### config.mk
export PLATFORM = sky130hd
export DESIGN_NAME = bsq_burst_seq
export DESIGN_NICKNAME = d
export VERILOG_FILES = /design/src/rtl/bsq_pkg.sv /design/src/rtl/bsq_step_ctr.sv /design/src/rtl/bsq_order_map.sv /design/src/rtl/bsq_burst_seq.sv
export SDC_FILE = /design/constraint.sdc
export NUM_CORES = 1
export LEC_CHECK = 0
export ABC_AREA = 1
export CAP_MARGIN = 20
export CORE_AREA = 3 3 50 52
export DETAILED_ROUTE_END_ITERATION = 10
export DIE_AREA = 0 0 53 55
export DONT_BUFFER_PORTS = 1
export PLACE_DENSITY_LB_ADDON = 0.2
export SYNTH_ARGS = -nofsm -noshare
export SYNTH_HDL_FRONTEND = slang
export SYNTH_SLANG_ARGS = --single-unit
### constraint.sdc
create_clock -name clk -period 1.87 [get_ports clk]
set_clock_uncertainty 0.05 [all_clocks]
set_input_delay 0.187 -clock clk [delete_from_list [all_inputs] [get_ports clk]]
set_output_delay 0.187 -clock clk [all_outputs]
set_load 0.03 [all_outputs]
### src/rtl/bsq_pkg.sv
package bsq_pkg;
    typedef enum logic [1:0] {
        CMD_HOLD = 2'd0,
        CMD_LOAD = 2'd1,
        CMD_STEP = 2'd2
    } bsq_cmd_e;

    function automatic bsq_cmd_e bsq_decode(input logic pause, input logic adv_sel);
        if (pause)
            return CMD_HOLD;
        else if (!adv_sel)
            return CMD_LOAD;
        else
            return CMD_STEP;
    endfunction
endpackage

### src/rtl/bsq_step_ctr.sv
module bsq_step_ctr #(
    parameter int CW = 2
) (
    input  logic             clk,
    input  logic             rst,
    input  bsq_pkg::bsq_cmd_e cmd,
    output logic [CW-1:0]    step_q
);
    import bsq_pkg::*;

    typedef struct packed {
        logic [CW-1:0] step;
    } ctr_state_t;

    ctr_state_t st_d, st_q;

    always_comb begin
        st_d = st_q;
        unique case (cmd)
            CMD_LOAD: st_d.step = '0;
            CMD_STEP: st_d.step = st_q.step + 1'b1;
            default:  st_d = st_q;
        endcase
    end

    always_ff @(posedge clk) begin
        if (rst)
            st_q <= '0;
        else
            st_q <= st_d;
    end

    assign step_q = st_q.step;
endmodule

### src/rtl/bsq_order_map.sv
module bsq_order_map #(
    parameter int CW = 2
) (
    input  logic          order_ilv,
    input  logic [CW-1:0] base_low,
    input  logic [CW-1:0] step,
    output logic [CW-1:0] addr_low
);
    logic [CW-1:0] lin_low;
    logic [CW-1:0] ilv_low;

    always_comb begin
        lin_low = base_low + step;
        ilv_low = base_low ^ step;
        addr_low = order_ilv ? ilv_low : lin_low;
    end
endmodule

### src/rtl/bsq_burst_seq.sv
module bsq_burst_seq #(
    parameter int ADDR_W  = 17,
    parameter int BURST_W = 2
) (
    input  logic              clk,
    input  logic              rst,
    input  logic              pause,
    input  logic              adv_sel,
    input  logic              order_ilv,
    input  logic [ADDR_W-1:0] start_addr,
    output logic [ADDR_W-1:0] cur_addr
);
    import bsq_pkg::*;

    localparam int HI_W = ADDR_W - BURST_W;

    typedef struct packed {
        logic [ADDR_W-1:0] base;
    } seq_state_t;

    seq_state_t        st_d, st_q;
    bsq_cmd_e          cmd;
    logic [BURST_W-1:0] step_cnt;
    logic [BURST_W-1:0] low_bits;
    logic [ADDR_W-1:0] base_q;

    assign cmd = bsq_decode(pause, adv_sel);

    always_comb begin
        st_d = st_q;
        if (cmd == CMD_LOAD)
            st_d.base = start_addr;
    end

    always_ff @(posedge clk) begin
        if (rst)
            st_q <= '0;
        else
            st_q <= st_d;
    end

    assign base_q = st_q.base;

    bsq_step_ctr #(.CW(BURST_W)) u_ctr (
        .clk    (clk),
        .rst    (rst),
        .cmd    (cmd),
        .step_q (step_cnt)
    );

    bsq_order_map #(.CW(BURST_W)) u_map (
        .order_ilv (order_ilv),
        .base_low  (base_q[BURST_W-1:0]),
        .step      (step_cnt),
        .addr_low  (low_bits)
    );

    generate
        if (HI_W > 0) begin : g_hi
            assign cur_addr = {base_q[ADDR_W-1:BURST_W], low_bits};
        end else begin : g_lo
            assign cur_addr = low_bits;
        end
    endgenerate
endmodule

# Word level (Yosys, flattened, before mapping)
# Cells that the tools add are included.
# totals
ff_bits,19
wordCells,12
in_bits,22
# classes
addsub,2
n_eq_ne,2
reduce_logical,1
mux,4
bitwise_logic,1
# ops
op,n
2-bit 2-to-1 mux,3
2-bit one-hot mux with 2 select lines,1
2-bit by 1-bit adder with 2-bit output (second input constant),1
2-bit adder,1
2-bit by 1-bit == test with 1-bit output (second input constant),1
2-bit == test (second input constant),1
2-bit nonzero test,1
2-bit XOR,1

# Depth between registers and ports, before layout
# Gate-level depths: netlist of the first run.
# logic_depth
word_depth,4
mapped_depth,6

# Hierarchy
# Synthesis of the first run repeated with hierarchy kept, for this count alone.
# unflattened
cells_unflattened,154
hier_area_um2,1009.7
# modules_own_cells
mod,cells_per_inst,seq_area_each_um2,area_per_inst_um2,n_inst
bsq_burst_seq,125,340.3,838.3,1
bsq_step_ctr,14,40.0,103.8,1
bsq_order_map,15,0.0,67.6,1

# Worst setup path after synthesis of the first run
# No wires, ideal clock.
# synth_path
path_kind,reg-to-output
startpoint,"reg u_ctr.st_q, in the netlist u_ctr.step_q[0]"
endpoint,out cur_addr[1]
n_path_buf,0
required_time_ps,1633
stages_incl_launch_ff,7
arrival_time_ps,862
slack_ps,771
cell_sequence,dfxtp_1 > ha_1 > inv_1 > nor2_1 > nand3_1 > nand2_1 > inv_1
# synth_between
elab_chain_len,2
# synth_rtl
item,line_no,rtl
"start, declared",bsq_step_ctr.sv:15,"ctr_state_t st_d, st_q;"
"start signal, assigned",bsq_step_ctr.sv:30,st_q <= st_d;
2-bit adder,bsq_order_map.sv:13,lin_low = base_low + step;
2-bit 2-to-1 mux,bsq_order_map.sv:15,addr_low = order_ilv ? ilv_low : lin_low;
"end, declared",bsq_burst_seq.sv:11,output logic [ADDR_W-1:0] cur_addr
# No other way between the ends.

# Worst setup path in the final report of the first run
# Same ends and word-level chain as after synthesis.

==> impl_metrics.csv, run 1 <==
group,metric,value,unit
grt,grt_antenna_before_repair,0,
setup_path,crit_chain,"ha_1, nand2_1, nand3_1, nand2_1, inv_1",
clocking,h-tree-depth,1,
setup_path,end_kind,"output port",
route,wl_met2,859,µm
power,power.leakage,0.435,nW
grt,grt_pass1_wl,2.72,mm
clocking,cts_buffers,3,
synth,avgSynthCellArea,7.48,µm²
worst_hold_path,hold_path_class,"in -> reg",
clocking,cts-resized-gates,0,
sta,timing.final.hold_violations,0,
synth,syn_inst,117,
power,peakVddDrop,372,µV
sta,layout_min_cycle_time,1480,ps
floorplan,row_count,17,
setup_path,crit_type,"reg -> out",
route,final_antenna_net_count,0,
clocking,postCtsSetupBuffers,0,
power,power_frac_clock,25.3,%
sta,post-route-period-util,79.1,%
floorplan,start_util,40.7,%
layout,insertedDiodeCount,0,
route,drt_iter0_markers,9,
grt,grt_pass1_vias,631,
synth,ys.warnings.count,0,
route,drcViolationCount,0,
power,p_int,0.557,mW
synth,synth_area_leaders,"dfxtp_1 43%, nor2_1 16%, buf_4 13%",
flow_run,cap_violations,0,
placement,port-buffer-count,0,
power,swShare,30.0,%
layout,multiInputGateArea,319,µm²
synth,synth.net_count,140,
layout,drive_above_1_share,6.67,%
power,seq_power_share,61.7,%
sta,relSlewSlack,68.0,%
clocking,root_buffer,"clkbuf_4",
layout,area_growth,10.4,%
synth,yosysTopAreaCellShare,43.5,%
floorplan,die_width,53,µm
setup_path,cp_slowest_cell,"dfxtp_1",
route,drt-total-wl,1.78,mm
layout,post-route-util,45.0,%
route,dr.pass1.iters,4,
clocking,cts_tree,"yes",
placement,dpl_cell_area,768,µm²
outcome,status,"complete, no violations",
setup_path,cpMostUsedCell,"nand2_1",
power,power_density,824,nW/µm²
power,power.switching,0.239,mW
route,viasPerCell,4.60,
layout,n_fill_cell,224,
layout,layout.area.seq,380,µm²
synth,yosys_register_bits,19,
placement,dp_hpwl,1.14,mm
sta,tightest_slew,480,ps
route,drt-met1-wl,781,µm
clocking,clockBufferDepth,2,
placement,dpl.cell_count,127,
setup_path,path_max_fanout,3,
setup_path,startpoint_type,"flop",
synth,netlist_area,875,µm²
sta,max_freq,676,MHz
layout,fin_area,966,µm²
setup_path,slowest_delay,380,ps
setup_path,arrival,1240,ps
placement,place.gp.congestion,0.674,
sta,setup_viol,0,
grt,grt_max_degree,19,
clocking,clock_latency,290,ps
route,wl_met3,117,µm
synth,ys_types,17,
synth,synth.yosys.seq_area_share,43.5,%
floorplan,core,2150,µm²
layout,final_nets,144,
clocking,cts.clk_slew.worst_paths,100,ps
power,combPwrFrac,13.0,%
clocking,cts.sinks,19,
sta,tns,0,ps
route,routedWlPerCell,12.0,µm
sta,rsz0062_at_grt,"no",
floorplan,num_io_pins,39,
floorplan,fp.dieArea,2920,µm²
synth,yosysTopAreaCell,"dfxtp_1",
sta,drv_slew,0,
grt,grt_usage,13.0,%
grt,grt-ovfl-total,0,
layout,instances_no_fill,148,
route,highest_layer,"met4",
setup_path,critPathRequiredTime,1630,ps
floorplan,die_h,55,µm
route,vias,681,
==> cell type report <==
type,count,share of cell area [%]
Clock inverter,1,0.518
Tap cell,28,3.63
Inverter,9,3.50
Multi-Input combinational cell,71,33.0
Sequential cell,19,39.4
Timing Repair Buffer,17,17.6
Clock buffer,3,2.33
==> critical path, delay by kind of cell, from the launching register on <==
kind	cells	cell delay (ps)
AND/OR/NAND/NOR	3	180
flip-flops	1	380
buffers and inverters	1	200
adder cells (fa/ha/maj)	1	190
==> flip-flops by register name, indices dropped and copies added, names as in the netlist <==
signal        count
base_q           17
u_ctr.step_q      2
==> layout by cell type, fill, tap and decap left out, types with 2 or more instances in the layout <==
cell type / synthesis / layout
o21ai_0: 17 / 17
nand3_1: 2 / 2
dfxtp_1: 19 / 19
clkbuf_4: 0 / 3
nor2_1: 37 / 37
inv_1: 8 / 8
dlygate4sd3_1: 0 / 17
nand2_1: 9 / 9
==> worst paths after layout <==
kind / start / depth (start not counted) / end / slack (ps)
worst min-delay path: pause / 3 / u_ctr.step_q[1]$_SDFFE_PP0P_ / 30
worst min register to register: base_q[0]$_SDFFE_PP0N_ / 2 / base_q[0]$_SDFFE_PP0N_ / 480
worst max register to register: base_q[13]$_SDFFE_PP0N_ / 2 / base_q[13]$_SDFFE_PP0N_ / 970
worst max-delay path: u_ctr.step_q[0]$_SDFFE_PP0P_ / 5 / cur_addr[1] / 390
==> what timing repair did <==
| action | CTS | global route |
|---|---|---|
| endpoints found under the hold margin | 17 | 0 |
| endpoints found under the setup margin | 0 | 0 |
| hold buffers | 17 | 0 |
==> per-stage QoR <==
step	setup WS [ps]	hold slack [ps]	power [mW]
6_report	390	27.4	0.796
5_1_grt	286	15.9	0.847
4_1_cts	364	10.5	0.813
3_5_place_dp	707	275	0.576
3_3_place_gp	743	273	0.572
2_1_floorplan	771	265	0.593
==> power by group through the flow <==
stage / combinational, mW / clock [mW] / sequential [mW]
floorplan: 0.142 / 0 / 0.451
global placement: 0.0731 / 0 / 0.499
detailed placement: 0.0757 / 0 / 0.500
CTS: 0.104 / 0.218 / 0.491
global route: 0.117 / 0.234 / 0.496
finish: 0.103 / 0.201 / 0.491
==> logic make-up after synthesis <==
logic type	share of synthesized area (%)
buf+inv	20.0
compound gates	10.3
flops	43.5
simple gates	24.7
fa+ha+maj	1.43
==> metal layers <==
metal	vias up	track usage [%]
li1	354	-
met1	302	15.1
met2	23	22.1
met3	2	3.49
met4	0	6.38
met5	-	0
==> cells in the mapped netlist (all sizes together) <==
library cell and number:
nand2 10, nor2 39, clkbuf 1, nand3 2, buf 17, o21ai 18, dfxtp 19, nor3 1
ha 1, inv 9
Power figures use the tool's default switching activity.
==> inputs of run 2 (changes only) <==
==> constraint.sdc (replaced) <==
create_clock -name clk -period 1.5 [get_ports clk]
set_clock_uncertainty 0.05 [all_clocks]
set_input_delay 0.15 -clock clk [delete_from_list [all_inputs] [get_ports clk]]
set_output_delay 0.15 -clock clk [all_outputs]
set_load 0.03 [all_outputs]
==> impl_metrics.csv, run 2 (same netlist as run 1, synthesis figures left out) <==
group,metric,value,unit
layout,n_fill_cell,222,
placement,port-buffer-count,0,
grt,grt_max_degree,19,
clocking,cts_tree,"yes",
outcome,status,"complete, no violations",
power,p_int,0.697,mW
clocking,cts_buffers,3,
sta,relSlewSlack,68.1,%
power,power_density,1020,nW/µm²
power,power,0.996,mW
sta,setup_viol,0,
floorplan,num_io_pins,39,
sta,tightest_slew,478,ps
route,vias,690,
sta,rsz0062_at_grt,"no",
sta,timing.final.hold_violations,0,
power,swShare,30.0,%
grt,grt_pass1_vias,641,
setup_path,slowest_delay,350,ps
worst_hold_path,hold_path_class,"in -> reg",
setup_path,critPathRequiredTime,1300,ps
layout,multiInputGateArea,319,µm²
clocking,cts.clk_slew.worst_paths,100,ps
layout,area_growth,11.7,%
route,drt-total-wl,1.79,mm
layout,final_common_cell,"nor2_1",
worst_hold_path,min_from,"pause",
power,seq_power_share,61.5,%
sta,max_freq,730,MHz
sta,finalHoldWorstSlack,34.5,ps
setup_path,cp.depth,6,
flow_run,cap_violations,0,
sta,layout_min_cycle_time,1370,ps
route,viasPerCell,4.63,
grt,grt_antenna_before_repair,0,
placement,pre_cts_ws,374,ps
floorplan,row_count,17,
setup_path,end_kind,"output port",
grt,grt_usage,13.2,%
route,drcViolationCount,0,
route,final_antenna_net_count,0,
setup_path,reg2reg_depth,2,
placement,place.gp.congestion,0.674,
power,combPwrFrac,13.3,%
layout,final_cell_mix,"37 x nor2_1, 18 x dfxtp_1, 18 x dlygate4sd3_1",
setup_path,cp.buffers_inverters,2,
worst_hold_path,min_path_cells,4,
layout,final_nets,145,
floorplan,start_util,40.7,%
layout,largest_register_ffs,17,
worst_hold_path,whs_endpoint,"u_ctr.step_q[1]$_SDFFE_PP0P_",
route,drt_iter0_markers,9,
grt,grt_pass1_wl,2.75,mm
power,peakVddDrop,464,µV
floorplan,fp.dieArea,2920,µm²
clocking,h-tree-depth,1,
setup_path,r2r-start,"base_q[13]$_SDFFE_PP0N_",
layout,insertedDiodeCount,0,
setup_path,r2r_end,"base_q[13]$_SDFFE_PP0N_",
clocking,clockBufferDepth,2,
placement,dpl.cell_count,127,
setup_path,cp_slowest_cell,"dfxtp_2",
setup_path,crit_type,"reg -> out",
floorplan,core,2150,µm²
grt,grt-ovfl-total,0,
clocking,clock_latency,290,ps
power,power_frac_clock,25.2,%
layout,layout.area.seq,382,µm²
route,routedWlPerCell,12.0,µm
power,power.leakage,0.437,nW
placement,dp_hpwl,1.14,mm
sta,post-route-period-util,91.4,%
sta,tns,0,ps
setup_path,startpoint_type,"flop",
setup_path,crit_chain,"ha_1, inv_1, nor2_1, nand3_1, nand2_1, inv_2",
clocking,root_buffer,"clkbuf_4",
layout,instances_no_fill,149,
floorplan,die_h,55,µm
clocking,cts.sinks,19,
power,power.switching,0.299,mW
sta,setup_ws,129,ps
layout,drive_above_1_share,8.26,%
sta,drv_slew,0,
route,dr.pass1.iters,4,
floorplan,die_width,53,µm
setup_path,arrival,1170,ps
setup_path,path_max_fanout,3,
setup_path,crit_family,"flip-flops",
setup_path,reg2reg_slack,600,ps
run 2: cell count changes in the layout (fill, tap and decap cells not counted):
cell | before | now
dfxtp_1 | 19 | 18
dfxtp_2 | 0 | 1
inv_1 | 8 | 7
inv_2 | 1 | 2
dlygate4sd3_1 | 17 | 18
run 2: worst min-delay path, stage by stage:
cell and delay (ps):
nor2_1 30, nand2_1 50, nand2_1 40, nor2_1 70
run 2: what timing repair did:
action	CTS	global route
endpoints found under the setup margin	0	1
endpoints found under the hold margin	19	0
hold buffers	18	0
resized for setup	0	2
setup buffers	0	0
run 2: worst max path at each step:
stage                                       startpoint           to
after floorplan           u_ctr.step_q[0]$_SDFFE_PP0P_  cur_addr[1]
after global placement    u_ctr.step_q[0]$_SDFFE_PP0P_  cur_addr[1]
after detailed placement  u_ctr.step_q[0]$_SDFFE_PP0P_  cur_addr[1]
after CTS                 u_ctr.step_q[0]$_SDFFE_PP0P_  cur_addr[1]
after global routing      u_ctr.step_q[0]$_SDFFE_PP0P_  cur_addr[1]
final                     u_ctr.step_q[0]$_SDFFE_PP0P_  cur_addr[1]
run 2: cell type report:
| cell class | instances | share of cell area, % |
|---|---|---|
| Inverter | 9 | 3.46 |
| Timing Repair Buffer | 18 | 18.4 |
| Clock buffer | 3 | 2.30 |
| Multi-Input combinational cell | 71 | 32.7 |
| Clock inverter | 1 | 0.512 |
| Sequential cell | 19 | 39.1 |
| Tap cell | 28 | 3.59 |
run 2: layer usage:
| layer | vias up | share of wire, % | track usage [%] |
|---|---|---|---|
| met4 | 0 | 1.0 | 6.38 |
| li1 | 357 | - | - |
| met2 | 23 | 49 | 22.3 |
| met5 | - | 0 | 0 |
| met3 | 2 | 6.9 | 3.49 |
| met1 | 308 | 43 | 15.4 |
run 2: through the flow:
stage | util (%) | cell area [µm²]
2_1_floorplan | - | 875
3_3_place_gp | 35.8 | 768
3_5_place_dp | 35.8 | 768
4_1_cts | 45.4 | 976
5_1_grt | 45.5 | 977
6_report | 45.5 | 977
run 2: power groups by stage:
| stage | Sequential [mW] | Clock (mW) | Combinational (mW) |
|---|---|---|---|
| floorplan | 0.562 | 0 | 0.178 |
| global placement | 0.623 | 0 | 0.0911 |
| detailed placement | 0.623 | 0 | 0.0944 |
| CTS | 0.612 | 0.272 | 0.132 |
| global route | 0.618 | 0.292 | 0.150 |
| finish | 0.612 | 0.251 | 0.132 |
==> inputs of run 3 (changes only) <==
==> constraint.sdc (replaced) <==
create_clock -name clk -period 1.65 [get_ports clk]
set_clock_uncertainty 0.05 [all_clocks]
set_input_delay 0.165 -clock clk [delete_from_list [all_inputs] [get_ports clk]]
set_output_delay 0.165 -clock clk [all_outputs]
set_load 0.03 [all_outputs]
==> impl_metrics.csv, run 3 (same netlist as run 1, synthesis figures left out) <==
group,metric,value,unit
outcome,status,"complete, no violations",
grt,grt_antenna_before_repair,0,
route,highest_layer,"met4",
sta,finalHoldWorstSlack,23.6,ps
route,wl_met3,117,µm
floorplan,row_count,17,
layout,instances_no_fill,149,
layout,final_cell_mix,"37 x nor2_1, 19 x dfxtp_1, 18 x dlygate4sd3_1",
layout,multiInputGateArea,319,µm²
layout,n_fill_cell,223,
layout,final_common_cell,"nor2_1",
sta,drv_slew,0,
worst_hold_path,min_from,"pause",
power,p_int,0.633,mW
power,seq_power_share,61.6,%
sta,tightest_slew,482,ps
setup_path,reg2reg_slack,750,ps
grt,grt-ovfl-total,0,
clocking,cts_buffers,3,
setup_path,cp.buffers_inverters,1,
floorplan,die_width,53,µm
layout,layout.area.seq,380,µm²
power,power_density,925,nW/µm²
placement,dpl.cell_count,127,
clocking,clock_latency,290,ps
power,power.leakage,0.439,nW
setup_path,reg2reg_depth,2,
route,drt_iter0_markers,10,
setup_path,arrival,1240,ps
layout,largest_register_ffs,17,
placement,place.gp.congestion,0.674,
floorplan,core,2150,µm²
power,peakVddDrop,422,µV
setup_path,startpoint_type,"flop",
route,drcViolationCount,0,
placement,pre_cts_ws,509,ps
worst_hold_path,min_path_cells,3,
grt,grt_pass1_wl,2.75,mm
route,routedWlPerCell,12.0,µm
floorplan,die_h,55,µm
sta,rsz0062_at_grt,"no",
grt,grt_usage,13.1,%
setup_path,crit_type,"reg -> out",
grt,grt_pass1_vias,641,
placement,port-buffer-count,0,
setup_path,cp_slowest_cell,"dfxtp_1",
worst_hold_path,hold_path_class,"in -> reg",
setup_path,critPathRequiredTime,1430,ps
layout,post-route-util,45.4,%
clocking,postCtsSetupBuffers,0,
placement,dpl_cell_area,768,µm²
layout,drive_above_1_share,6.61,%
sta,max_freq,686,MHz
sta,setup_viol,0,
route,wl_met2,865,µm
clocking,h-tree-depth,1,
clocking,cts_tree,"yes",
power,power_frac_clock,25.3,%
sta,tns,0,ps
setup_path,cpMostUsedCell,"nand2_1",
power,power,0.903,mW
sta,layout_min_cycle_time,1460,ps
placement,dp_hpwl,1.14,mm
clocking,clockBufferDepth,2,
layout,insertedDiodeCount,0,
route,dr.pass1.iters,4,
floorplan,fp.dieArea,2920,µm²
power,swShare,29.9,%
worst_hold_path,whs_endpoint,"u_ctr.step_q[0]$_SDFFE_PP0P_",
layout,area_growth,11.6,%
route,viasPerCell,4.61,
power,power.switching,0.270,mW
grt,grt_max_degree,19,
setup_path,crit_chain,"ha_1, nand2_1, nand3_1, nand2_1, inv_1",
sta,relSlewSlack,67.8,%
setup_path,slowest_delay,380,ps
clocking,root_buffer,"clkbuf_4",
setup_path,path_max_fanout,3,
flow_run,cap_violations,0,
sta,setup_ws,193,ps
route,drt-met1-wl,781,µm
sta,post-route-period-util,88.3,%
layout,fin_area,976,µm²
clocking,cts.clk_slew.worst_paths,100,ps
route,final_antenna_net_count,0,
clocking,cts.sinks,19,
setup_path,r2r_end,"base_q[13]$_SDFFE_PP0N_",
setup_path,r2r-start,"base_q[13]$_SDFFE_PP0N_",
setup_path,end_kind,"output port",
floorplan,start_util,40.7,%
route,vias,687,
setup_path,crit_family,"flip-flops",
route,drt-total-wl,1.78,mm
floorplan,num_io_pins,39,
layout,final_nets,145,
power,combPwrFrac,13.2,%
sta,timing.final.hold_violations,0,
-- run 3: worst register-to-register path, cell delays in order, from the launching register on --
cell and delay, ps:
dfxtp_1 530, o21ai_0 160, nor2_1 110
-- run 3: cell type report --
class,instances,area share [%]
inverter,9,3.46
sequential,19,39.0
clock inverter,1,0.513
clock buffer,3,2.31
timing repair buffer,18,18.5
multi-input combinational,71,32.7
tap,28,3.59
-- run 3: power by group through the flow --
| stage | registers [mW] | clock network, mW | logic (mW) |
|---|---|---|---|
| finish | 0.556 | 0.228 | 0.119 |
| global route | 0.562 | 0.265 | 0.135 |
| CTS | 0.557 | 0.247 | 0.120 |
| detailed placement | 0.567 | 0 | 0.0858 |
| global placement | 0.566 | 0 | 0.0829 |
| floorplan | 0.511 | 0 | 0.161 |
-- run 3: routing by layer --
metal  track usage (%)  up-vias
li1                  -      356
met4              6.38        0
met2              22.3       23
met1              15.3      306
met5                 0        -
met3              3.49        2
-- run 3: worst max path at each step --
| stage | startpoint | to | slack, ps | cells after the start |
|---|---|---|---|---|
| 2_1_floorplan | u_ctr.step_q[0]$_SDFFE_PP0P_ | cur_addr[1] | 570 | 6 |
| 3_3_place_gp | u_ctr.step_q[0]$_SDFFE_PP0P_ | cur_addr[1] | 540 | 6 |
| 3_5_place_dp | u_ctr.step_q[0]$_SDFFE_PP0P_ | cur_addr[1] | 510 | 5 |
| 4_1_cts | u_ctr.step_q[0]$_SDFFE_PP0P_ | cur_addr[1] | 170 | 5 |
| 5_1_grt | u_ctr.step_q[0]$_SDFFE_PP0P_ | cur_addr[1] | 90 | 6 |
| 6_report | u_ctr.step_q[0]$_SDFFE_PP0P_ | cur_addr[1] | 190 | 5 |
-- run 3: timing repair --
item,in CTS,in global routing
hold endpoints to repair,18,0
hold buffers,18,0
resized for setup,0,0
